## config.mk

```make
export PLATFORM = sky130hd
export DESIGN_NAME = updn_period_timer
export DESIGN_NICKNAME = d
export VERILOG_FILES = /design/src/rtl/updn_tmr_pkg.sv /design/src/rtl/tmr_sync.sv /design/src/rtl/tmr_tick_gen.sv /design/src/rtl/tmr_count_core.sv /design/src/rtl/updn_period_timer.sv
export SDC_FILE = /design/constraint.sdc
export NUM_CORES = 1
export LEC_CHECK = 0
export BUFFER_PORTS_ARGS = -buffer_cell sky130_fd_sc_hd__buf_2
export CAP_MARGIN = 0
export CELL_PAD_IN_SITES_DETAIL_PLACEMENT = 2
export CELL_PAD_IN_SITES_GLOBAL_PLACEMENT = 2
export CORE_UTILIZATION = 32
export CTS_CLUSTER_DIAMETER = 80
export DETAILED_ROUTE_END_ITERATION = 8
export PLACE_DENSITY_LB_ADDON = 0.3
export SYNTH_ARGS = -nofsm -noshare
export SYNTH_HDL_FRONTEND = slang
export SYNTH_HIERARCHICAL = 1
export SYNTH_SLANG_ARGS = --single-unit
```

## constraint.sdc

```tcl
create_clock -name clk -period 2.2 [get_ports clk]
set_clock_uncertainty 0.05 [all_clocks]
set_input_delay 0.22 -clock clk [delete_from_list [all_inputs] [get_ports clk]]
set_output_delay 0.22 -clock clk [all_outputs]
set_load 0.05 [all_outputs]
```

## src/rtl/updn_tmr_pkg.sv

```systemverilog
package updn_tmr_pkg;

   typedef enum logic [1:0] {
      SEL_COUNT  = 2'd0,
      SEL_PERIOD = 2'd1,
      SEL_CTRL   = 2'd2
   } wr_target_e;

   // packed order gives idle_stop = bit 2, dir_src = bit 1, dir_sw = bit 0
   typedef struct packed {
      logic idle_stop;
      logic dir_src;
      logic dir_sw;
   } tmr_ctrl_t;

endpackage

```

## src/rtl/tmr_sync.sv

```systemverilog
module tmr_sync #(
   parameter int STAGES = 2
) (
   input  logic clk,
   input  logic rst_n,
   input  logic d,
   output logic q
);
   logic [STAGES-1:0] chain;

   generate
      if (STAGES < 2) begin : g_bad_depth
         $error("tmr_sync needs at least two stages");
      end
   endgenerate

   always_ff @(posedge clk or negedge rst_n) begin
      if (!rst_n) chain <= '0;
      else        chain <= {chain[STAGES-2:0], d};
   end

   assign q = chain[STAGES-1];
endmodule

```

## src/rtl/tmr_tick_gen.sv

```systemverilog
module tmr_tick_gen #(
   parameter int SYNC_STAGES = 2
) (
   input  logic clk,
   input  logic rst_n,
   input  logic pin,
   input  logic hold,
   output logic tick
);
   logic pin_s;
   logic pin_prev;

   tmr_sync #(.STAGES(SYNC_STAGES)) u_sync (
      .clk  (clk),
      .rst_n(rst_n),
      .d    (pin),
      .q    (pin_s)
   );

   always_ff @(posedge clk or negedge rst_n) begin
      if (!rst_n) pin_prev <= 1'b0;
      else        pin_prev <= pin_s;
   end

   assign tick = pin_s && !pin_prev && !hold;
endmodule

```

## src/rtl/tmr_count_core.sv

```systemverilog
module tmr_count_core #(
   parameter int W = 16
) (
   input  logic         clk,
   input  logic         rst_n,
   input  logic         tick,
   input  logic         dir_up,
   input  logic         wr_cnt,
   input  logic         wr_per,
   input  logic [W-1:0] wr_data,
   input  logic         irq_clr,
   output logic [W-1:0] count,
   output logic [W-1:0] period,
   output logic         match_evt,
   output logic         irq_flag
);
   logic [W-1:0] count_nxt;

   always_comb begin
      count_nxt = count;
      match_evt = 1'b0;
      if (wr_cnt) begin
         count_nxt = wr_data;
      end else if (tick) begin
         if (dir_up) begin
            if (count == period) begin
               count_nxt = '0;
               match_evt = 1'b1;
            end else begin
               count_nxt = count + W'(1);
            end
         end else begin
            if (count == '0) begin
               count_nxt = period;
               match_evt = 1'b1;
            end else begin
               count_nxt = count - W'(1);
            end
         end
      end
   end

   always_ff @(posedge clk or negedge rst_n) begin
      if (!rst_n) begin
         count    <= '0;
         period   <= '1;
         irq_flag <= 1'b0;
      end else begin
         count <= count_nxt;
         if (wr_per)         period   <= wr_data;
         if (match_evt)      irq_flag <= 1'b1;
         else if (irq_clr)   irq_flag <= 1'b0;
      end
   end
endmodule

```

## src/rtl/updn_period_timer.sv

```systemverilog
module updn_period_timer
   import updn_tmr_pkg::*;
#(
   parameter int CNT_W        = 16,
   parameter int SYNC_STAGES  = 2,
   parameter bit DIR_PIN_SYNC = 1'b1
) (
   input  logic             clk,
   input  logic             rst_n,
   input  logic             tmr_pin,
   input  logic             dir_pin,
   input  logic             idle_i,
   input  logic             wr_en,
   input  logic [1:0]       wr_sel,
   input  logic [CNT_W-1:0] wr_data,
   input  logic             irq_clr,
   output logic [CNT_W-1:0] count_o,
   output logic             irq_flag
);
   localparam int CTRL_W = $bits(tmr_ctrl_t);

   generate
      if (CNT_W < CTRL_W) begin : g_bad_width
         $error("CNT_W must hold the control field");
      end
   endgenerate

   tmr_ctrl_t        ctrl_q;
   logic [CNT_W-1:0] period_q;
   logic             wr_cnt, wr_per, wr_ctl;
   logic             cnt_tick, dir_pin_s, dir_up, idle_stop, match_evt;

   assign wr_cnt = wr_en && (wr_sel == SEL_COUNT);
   assign wr_per = wr_en && (wr_sel == SEL_PERIOD);
   assign wr_ctl = wr_en && (wr_sel == SEL_CTRL);

   always_ff @(posedge clk or negedge rst_n) begin
      if (!rst_n)      ctrl_q <= '0;
      else if (wr_ctl) ctrl_q <= tmr_ctrl_t'(wr_data[CTRL_W-1:0]);
   end

   assign idle_stop = ctrl_q.idle_stop;

   tmr_tick_gen #(.SYNC_STAGES(SYNC_STAGES)) u_tick (
      .clk  (clk),
      .rst_n(rst_n),
      .pin  (tmr_pin),
      .hold (idle_i && idle_stop),
      .tick (cnt_tick)
   );

   generate
      if (DIR_PIN_SYNC) begin : g_dir_sync
         tmr_sync #(.STAGES(SYNC_STAGES)) u_dir_sync (
            .clk  (clk),
            .rst_n(rst_n),
            .d    (dir_pin),
            .q    (dir_pin_s)
         );
      end else begin : g_dir_raw
         assign dir_pin_s = dir_pin;
      end
   endgenerate

   assign dir_up = ctrl_q.dir_src ? dir_pin_s : ctrl_q.dir_sw;

   tmr_count_core #(.W(CNT_W)) u_core (
      .clk      (clk),
      .rst_n    (rst_n),
      .tick     (cnt_tick),
      .dir_up   (dir_up),
      .wr_cnt   (wr_cnt),
      .wr_per   (wr_per),
      .wr_data  (wr_data),
      .irq_clr  (irq_clr),
      .count    (count_o),
      .period   (period_q),
      .match_evt(match_evt),
      .irq_flag (irq_flag)
   );
endmodule

```

==> results.toml, run 1 <==
[run_status]
outcome = "completed"

[worst_setup_path]
critPathRequiredTime_ns = 2.33
worstSetupPathType = "flip-flop to flip-flop"
critPathLaunchType = "flip-flop"
reg2reg_from = "u_core/count[10]"
crit_arrival_ns = 2.27
crit_path_end_kind = "flip-flop"
ff2ff_setup_slack_ns = 0.06
path_max_fanout = 11
ff2ff_path_depth = 6
worstReg2RegEnd = "u_core/count[0]"

[detailed_routing]
wl_um = 10600
drt_iter0_drc = 122
post_drt_wl_per_cell_um = 20.7
ant_nets = 0
dr.pass1.iters = 4
drc = 0
vias = 2889
post_drt_via_cell_ratio = 5.63

[sta]
worst_slew_pin_slew_ns = 0.585
fin_crit_sh_pct = 97.2
worst_slack_ns = 0.0618
finalSetupViolCount = 0
min_period_ns = 2.14
slew_headroom_pct = 60.9
max_freq_mhz = 468
slew_violations = 0
fin_hold_ws_ns = 0.0525
final-hold-violation-count = 0

[clock_tree]
cts.sinks = 41
root_buffer = "clkbuf_8"
tritoncts = "yes"
cts_max_path_buffers = 2
h-tree-depth = 2
clkLatencyLatePin_ns = 0.30
clk_pin_slew_ns = 0.10
cts_buffers = 5

[floorplan]
pin_count = 42
fp.dieH_um = 99.2
die-area_um2 = 9850
initial_utilization_pct = 32.9
rows = 35
fp.dieW_um = 99.2
coreArea_um2 = 9200

[place]
io_buffers = 41
dpl.hpwl_um = 7990
pre_cts_ws_ns = 0.0811
finalWeightedCongestion = 0.806

[finish]
nets = 429
layout-drive-gt1-share_pct = 39.1
final_cell_mix = "buf_4 (43), buf_2 (41), nor2_1 (34), a21oi_1 (30), xor2_1 (26)"
syn_to_final_growth_pct = 24.3
multiInputGateArea_um2 = 1850
ff_latch_area_um2 = 1050
mostFrequentLayoutCell = "buf_4"
n_antenna_cell = 0
nFillCells = 1025

[global_routing]
grt_overflow = 0
grt_pass1_vias = 3162
track_usage_pct = 22.7
grt_max_degree = 23
grt_pass1_wl_um = 17200
antenna_found_initial = 0

[yosys]
syn-num-nets = 364
yosys_warnings = 6
syn_area_per_cell_um2 = 9.00
synthCells = 336
synth_area_um2 = 3030

[hold_path]
hp-class = "input port to flip-flop"
worstHoldPathCells = 2
min_from = "irq_clr"
hold_path_end = "u_core/irq_flag"

[flow_run]
drv_cap = 0

[power_and_ir_drop]
cellPowerDensity_nw_per_um2 = 1090
irDropWorstVdd_mv = 0.460
leakage_uw = 0.00150
-- worst max-delay path, cell delays in order (launching register included) --
cell and delay [ns]:
dfrtp_1 0.42, buf_4 0.20, nor4_1 0.43, nand4_1 0.24, buf_4 0.19, a21o_1 0.19
a221o_1 0.30
-- state kept, by name (all words and copies together), names as in the netlist --
name and flops:
u_core/period 16, g_dir_sync.u_dir_sync/chain 2, idle_stop 1, u_core/count 16
u_core/irq_flag 1, u_tick/u_sync/chain 2, u_tick/pin_prev 1, ctrl_q 2
-- final cells by class --
class | count | share of cell area, %
timing repair buffer | 88 | 15.4
sequential | 41 | 28.0
inverter | 6 | 0.599
clock buffer | 5 | 1.83
multi-input combinational | 259 | 49.3
clock inverter | 3 | 1.23
tap | 111 | 3.69
-- what timing repair did --
action,in CTS,in global routing
gates resized for setup,0,5
hold buffers,3,0
endpoints found under the hold margin,13,0
endpoints found under the setup margin,0,7
buffers inserted,0,2
-- routing by layer --
layer	wire length [µm]	vias up	GRT usage, %
met5	0	-	0
li1	-	1353	-
met3	223	8	2.46
met2	5470	44	39.6
met1	4860	1484	30.2
met4	80	0	4.75
-- where the power goes --
part           internal, µW  switching [µW]  total [µW]
sequential              975             247        1220
combinational           833            1390        2230
clock                   340             313         653
-- how the worst max path moves through the flow --
stage | cells past startpoint | to | start | slack [ns]
final | 6 | u_core/count[0] | u_core/count[10] | 0.06
after global routing | 6 | u_core/count[2] | u_core/count[7] | -0.04
after CTS | 7 | u_core/count[14] | u_core/count[0] | 0.07
after detailed placement | 7 | u_core/count[14] | u_core/count[0] | 0.08
after global placement | 7 | u_core/count[14] | u_core/count[0] | 0.14
after floorplan | 8 | u_core/count[9] | u_core/count[1] | 0.004
-- stage by stage --
step	setup TNS [ns]	cell area [µm²]	cells	total power [µW]	util, %
finish	0	3760	513	4100	40.9
global route	-0.101	3760	513	4360	40.9
CTS	0	3720	511	4080	40.4
detailed placement	0	3570	500	3400	38.9
global placement	0	3570	500	3320	38.9
floorplan	0	3060	336	2680	-
Power figures use the tool's default switching activity.
==> run 2, diff against run 1 <==
--- a/config.mk
+++ b/config.mk
@@ -5,11 +5,12 @@
 export SDC_FILE = /design/constraint.sdc
 export NUM_CORES = 1
 export LEC_CHECK = 0
+export ABC_AREA = 1
 export BUFFER_PORTS_ARGS = -buffer_cell sky130_fd_sc_hd__buf_2
 export CAP_MARGIN = 0
 export CELL_PAD_IN_SITES_DETAIL_PLACEMENT = 2
 export CELL_PAD_IN_SITES_GLOBAL_PLACEMENT = 2
-export CORE_UTILIZATION = 32
+export CORE_UTILIZATION = 28
 export CTS_CLUSTER_DIAMETER = 80
 export DETAILED_ROUTE_END_ITERATION = 8
 export PLACE_DENSITY_LB_ADDON = 0.3
==> results.toml, run 2 <==
[yosys]
yosys_warnings = 6
syn-num-nets = 576
synthCells = 548
syn_area_per_cell_um2 = 6.18
synth_area_um2 = 3390

[floorplan]
coreArea_um2 = 11600
rows = 39
fp.dieW_um = 112
initial_utilization_pct = 29.2
pin_count = 42
die-area_um2 = 12500
fp.dieH_um = 112

[power_and_ir_drop]
leakage_uw = 0.00208
cellPowerDensity_nw_per_um2 = 1290
irDropWorstVdd_mv = 0.367

[clock_tree]
h-tree-depth = 2
clk_pin_slew_ns = 0.07
root_buffer = "clkbuf_16"
tritoncts = "yes"
postCtsSetupBuffers = 0
cts_buffers = 5
cts.sinks = 41
cts_max_path_buffers = 2
clkLatencyLatePin_ns = 0.29

[finish]
stdcell_count = 742
mostFrequentLayoutCell = "nand2_1"
final_cell_mix = "nand2_1 (217), nor2_1 (63), inv_1 (54), nand3_1 (53), buf_2 (41)"
n_antenna_cell = 0
layout-drive-gt1-share_pct = 19.9
nets = 626
reg_top3 = "u_core/count (16), u_core/period (16)"
nFillCells = 1467
syn_to_final_growth_pct = 17.9

[sta]
finalSetupViolCount = 0
final-hold-violation-count = 0
rsz0062_at_grt = "false"
slew_violations = 0
min_period_ns = 2.02
max_freq_mhz = 495
setup-tns-final_ns = 0
fin_crit_sh_pct = 91.9
slew_headroom_pct = 47.5
worst_slew_pin_slew_ns = 0.786

[detailed_routing]
dr.pass1.iters = 6
drc = 1
vias = 3692
ant_nets = 0
post_drt_wl_per_cell_um = 17.3
wl_um = 12800
post_drt_via_cell_ratio = 4.98
drt_iter0_drc = 112

[worst_setup_path]
worstSetupStartpoint = "u_core/count[11]"
ff2ff_setup_slack_ns = 0.18
ff2ff_path_depth = 11
critPathLaunchType = "flip-flop"
critPathRequiredTime_ns = 2.33
crit_chain = "buf_4 > nand2_1 > nand2_1 > nor2_1 > nand2_1 > nor2_2 > nand2_4 > nand3b_1 > nand2_1 > nand2_1 > nand2_1"
worstReg2RegEnd = "u_core/count[10]"
crit_top_cell = "nand2_1"
cp-endpoint = "u_core/count[10]"
crit_cells = 11
crit_path_end_kind = "flip-flop"
cp_slowest_cell = "dfrtp_1"
critPathBufInv = 1
reg2reg_from = "u_core/count[11]"
cp_top_family = "simple AND/OR/NAND/NOR gates"
crit_arrival_ns = 2.15
path_max_fanout = 16
cpPeakStageDelay_ns = 0.46
worstSetupPathType = "flip-flop to flip-flop"

[hold_path]
hp-class = "input port to flip-flop"

[run_status]
violations = "DRC"
outcome = "complete, but fails checks"

[global_routing]
track_usage_pct = 22.0
antenna_found_initial = 0
grt_overflow = 0
grt_max_degree = 42
grt_pass1_vias = 4118
grt_pass1_wl_um = 21500

[place]
dpl.hpwl_um = 9760
finalWeightedCongestion = 0.863
io_buffers = 41
dp_cells = 731

[flow_run]
drv_cap = 0
run 2: area by class of cell:
| class | count | area (µm²) | share of cell area [%] |
|---|---|---|---|
| clock inverters | 3 | 46.3 | 1.16 |
| inverters | 56 | 210 | 5.26 |
| repair buffers | 67 | 408 | 10.2 |
| clock buffers | 5 | 125 | 3.13 |
| multi-input cells | 427 | 1980 | 49.5 |
| well taps | 143 | 179 | 4.48 |
| flip-flops and latches | 41 | 1050 | 26.2 |
run 2: how the worst min path moves through the flow:
stage	startpoint	endpoint	slack, ns	cells after the start
6_report	irq_clr	u_core/irq_flag	0.07	2
5_1_grt	irq_clr	u_core/irq_flag	0.08	2
4_1_cts	irq_clr	u_core/irq_flag	0.07	2
3_5_place_dp	tmr_pin	u_tick/u_sync/chain[0]	0.28	1
3_3_place_gp	dir_pin	g_dir_sync.u_dir_sync/chain[0]	0.28	1
2_1_floorplan	rst_n	ctrl_q[0]	-0.13	0
run 2: through the flow:
step                      util, %  total power, µW  hold WS, ns  instance area, µm²  worst slack (ns)
after global placement       32.5             4110        0.281                3770            0.0979
after detailed placement     32.5             4220        0.281                3770            0.0283
after CTS                    34.3             5170       0.0651                3980            0.0340
final                        34.4             5140       0.0707                4000             0.179
after floorplan                 -             3370       -0.126                3390             0.228
after global routing         34.4             5560       0.0793                4000            0.0316
run 2: power by group:
| group | leakage, µW | total (µW) | switching (µW) | internal (µW) |
|---|---|---|---|---|
| registers | 0.000477 | 1280 | 301 | 979 |
| clock network | 0.0000800 | 888 | 349 | 538 |
| logic | 0.00152 | 2970 | 2060 | 905 |
run 2: layer usage:
layer  GRT usage (%)  up-vias  part of all wire, %
li1                -     1803                    -
met1            28.3     1831                   46
met2            39.0       48                   49
met3            3.21       10                  2.9
met4            4.89        0                  1.4
met5               0        -                    0
run 2: repair_timing:
action | 4_1_cts | 5_1_grt
endpoints found under the hold margin | 27 | 0
setup endpoints to repair | 6 | 17
resized for setup | 1 | 6
pin swaps | 0 | 0
hold buffers | 3 | 0
==> run 3, diff against run 2 <==
--- a/config.mk
+++ b/config.mk
@@ -5,14 +5,14 @@
 export SDC_FILE = /design/constraint.sdc
 export NUM_CORES = 1
 export LEC_CHECK = 0
-export ABC_AREA = 1
+export ABC_AREA = 0
 export BUFFER_PORTS_ARGS = -buffer_cell sky130_fd_sc_hd__buf_2
-export CAP_MARGIN = 0
 export CELL_PAD_IN_SITES_DETAIL_PLACEMENT = 2
 export CELL_PAD_IN_SITES_GLOBAL_PLACEMENT = 2
-export CORE_UTILIZATION = 28
+export CORE_UTILIZATION = 32
 export CTS_CLUSTER_DIAMETER = 80
 export DETAILED_ROUTE_END_ITERATION = 8
+export HOLD_SLACK_MARGIN = 0.15
 export PLACE_DENSITY_LB_ADDON = 0.3
 export SYNTH_ARGS = -nofsm -noshare
 export SYNTH_HDL_FRONTEND = slang
==> results.toml, run 3 (synthesis results as in run 1) <==
[global_routing]
grt_overflow = 0
track_usage_pct = 22.9
grt_max_degree = 23
antenna_found_initial = 0
grt_pass1_wl_um = 17400
grt_pass1_vias = 3237

[worst_setup_path]
critPathBufInv = 2
ff2ff_setup_slack_ns = 0.08
cp_slowest_cell = "nor4_1"
crit_chain = "buf_4 > nor4_1 > nand4_1 > buf_4 > a21o_1 > a221o_1"
cp_top_family = "simple AND/OR/NAND/NOR gates"
worstSetupPathType = "flip-flop to flip-flop"
reg2reg_from = "u_core/count[10]"
ff2ff_path_depth = 6
worstReg2RegEnd = "u_core/count[0]"
path_max_fanout = 11
crit_arrival_ns = 2.25
crit_path_end_kind = "flip-flop"
critPathRequiredTime_ns = 2.33
cpPeakStageDelay_ns = 0.43
crit_top_cell = "buf_4"
critPathLaunchType = "flip-flop"
worstSetupStartpoint = "u_core/count[10]"

[clock_tree]
clk_pin_slew_ns = 0.10
h-tree-depth = 2
root_buffer = "clkbuf_8"
cts_max_path_buffers = 2
cts.sinks = 41
clkLatencyLatePin_ns = 0.30
tritoncts = "yes"
cts_buffers = 5

[power_and_ir_drop]
leakage_uw = 0.00157
cellPowerDensity_nw_per_um2 = 1050
irDropWorstVdd_mv = 0.461
p_total_uw = 4130

[finish]
reg_top3 = "u_core/count (16), u_core/period (16)"
n_antenna_cell = 0
fin_util_pct = 42.7
final_cell_mix = "buf_4 (43), buf_2 (41), nor2_1 (34), a21oi_1 (30), xor2_1 (26)"
layout-drive-gt1-share_pct = 37.5
nets = 446
mostFrequentLayoutCell = "buf_4"
syn_to_final_growth_pct = 29.9

[detailed_routing]
vias = 2967
post_drt_wl_per_cell_um = 20.4
drc = 0
wl_met3_um = 202
top_layer = "met4"
met2_length_um = 5560
dr.pass1.iters = 4
post_drt_via_cell_ratio = 5.60
wl_um = 10800
drt_iter0_drc = 95
ant_nets = 0
wl_met1_um = 4970

[sta]
slew_violations = 0
max_freq_mhz = 472
setup-tns-final_ns = 0
min_period_ns = 2.12
fin_crit_sh_pct = 96.4
final-hold-violation-count = 0
worst_slew_pin_slew_ns = 0.566
slew_headroom_pct = 62.2
finalSetupViolCount = 0

[place]
finalWeightedCongestion = 0.806
io_buffers = 41
dpl.hpwl_um = 7990

[flow_run]
drv_cap = 0

[floorplan]
coreArea_um2 = 9200
fp.dieW_um = 99.2
rows = 35
pin_count = 42
fp.dieH_um = 99.2
die-area_um2 = 9850
initial_utilization_pct = 32.9

[hold_path]
min_from = "wr_en"
worstHoldPathCells = 3
hold_path_end = "ctrl_q[1]"
hp-class = "input port to flip-flop"

[run_status]
outcome = "completed"
[run 3: cell count changes in the layout (fill, tap and decap cells not counted), moves of 8 or more]
cell / before / now
a21oi_1: 9 / 30
buf_4: 23 / 43
dlygate4sd3_1: 3 / 20
inv_1: 54 / 4
mux2_2: 0 / 17
nand2_1: 217 / 20
nand3_1: 53 / 13
nor2_1: 63 / 34
nor2_2: 8 / 0
nor2_4: 8 / 0
nor4_1: 0 / 9
o211ai_1: 0 / 10
o21ai_0: 25 / 5
xor2_1: 10 / 26
[run 3: stage by stage]
step	hold slack [ns]	instance area, µm²	cells	worst slack, ns
3_3_place_gp	0.174	3570	500	0.137
4_1_cts	0.272	3890	528	0.0685
2_1_floorplan	-0.126	3060	336	0.00388
6_report	0.279	3930	530	0.0796
5_1_grt	0.274	3930	530	-0.0348
3_5_place_dp	0.179	3570	500	0.0811
[run 3: routing by layer]
metal,vias to the layer above,GRT usage [%]
met4,0,4.75
met3,6,2.46
met1,1526,30.5
met5,-,0
met2,50,40.3
li1,1385,-
[run 3: area by class of cell]
class	instances	area, µm²
sequential	41	1050
tap	111	139
multi-input combinational	259	1850
clock inverter	3	46.3
inverter	6	22.5
clock buffer	5	68.8
fill	1012	5270
timing repair buffer	105	748
[run 3: what timing repair did]
item | 4_1_cts | 5_1_grt
gates resized for setup | 0 | 5
hold endpoints to repair | 35 | 0
hold buffers | 20 | 0
setup buffers | 0 | 2
setup endpoints to repair | 0 | 7
[run 3: how the worst max path moves through the flow]
stage / slack [ns] / end / cells after the start
finish: 0.08 / u_core/count[0] / 6
detailed placement: 0.08 / u_core/count[14] / 7
global placement: 0.14 / u_core/count[14] / 7
CTS: 0.07 / u_core/count[14] / 7
global route: -0.03 / u_core/count[4] / 6
floorplan: 0.004 / u_core/count[9] / 8
[run 3: where the power goes]
part / internal (µW) / total (µW) / switching, µW
clock network: 340 / 650 / 310
registers: 975 / 1220 / 248
logic: 853 / 2250 / 1400
total: 2170 / 4130 / 1960
[run 3: tightest hold or removal path, cell delays in order]
cell	delay (ns)
buf_2	0.12
nand3b_4	0.11
mux2_4	0.15
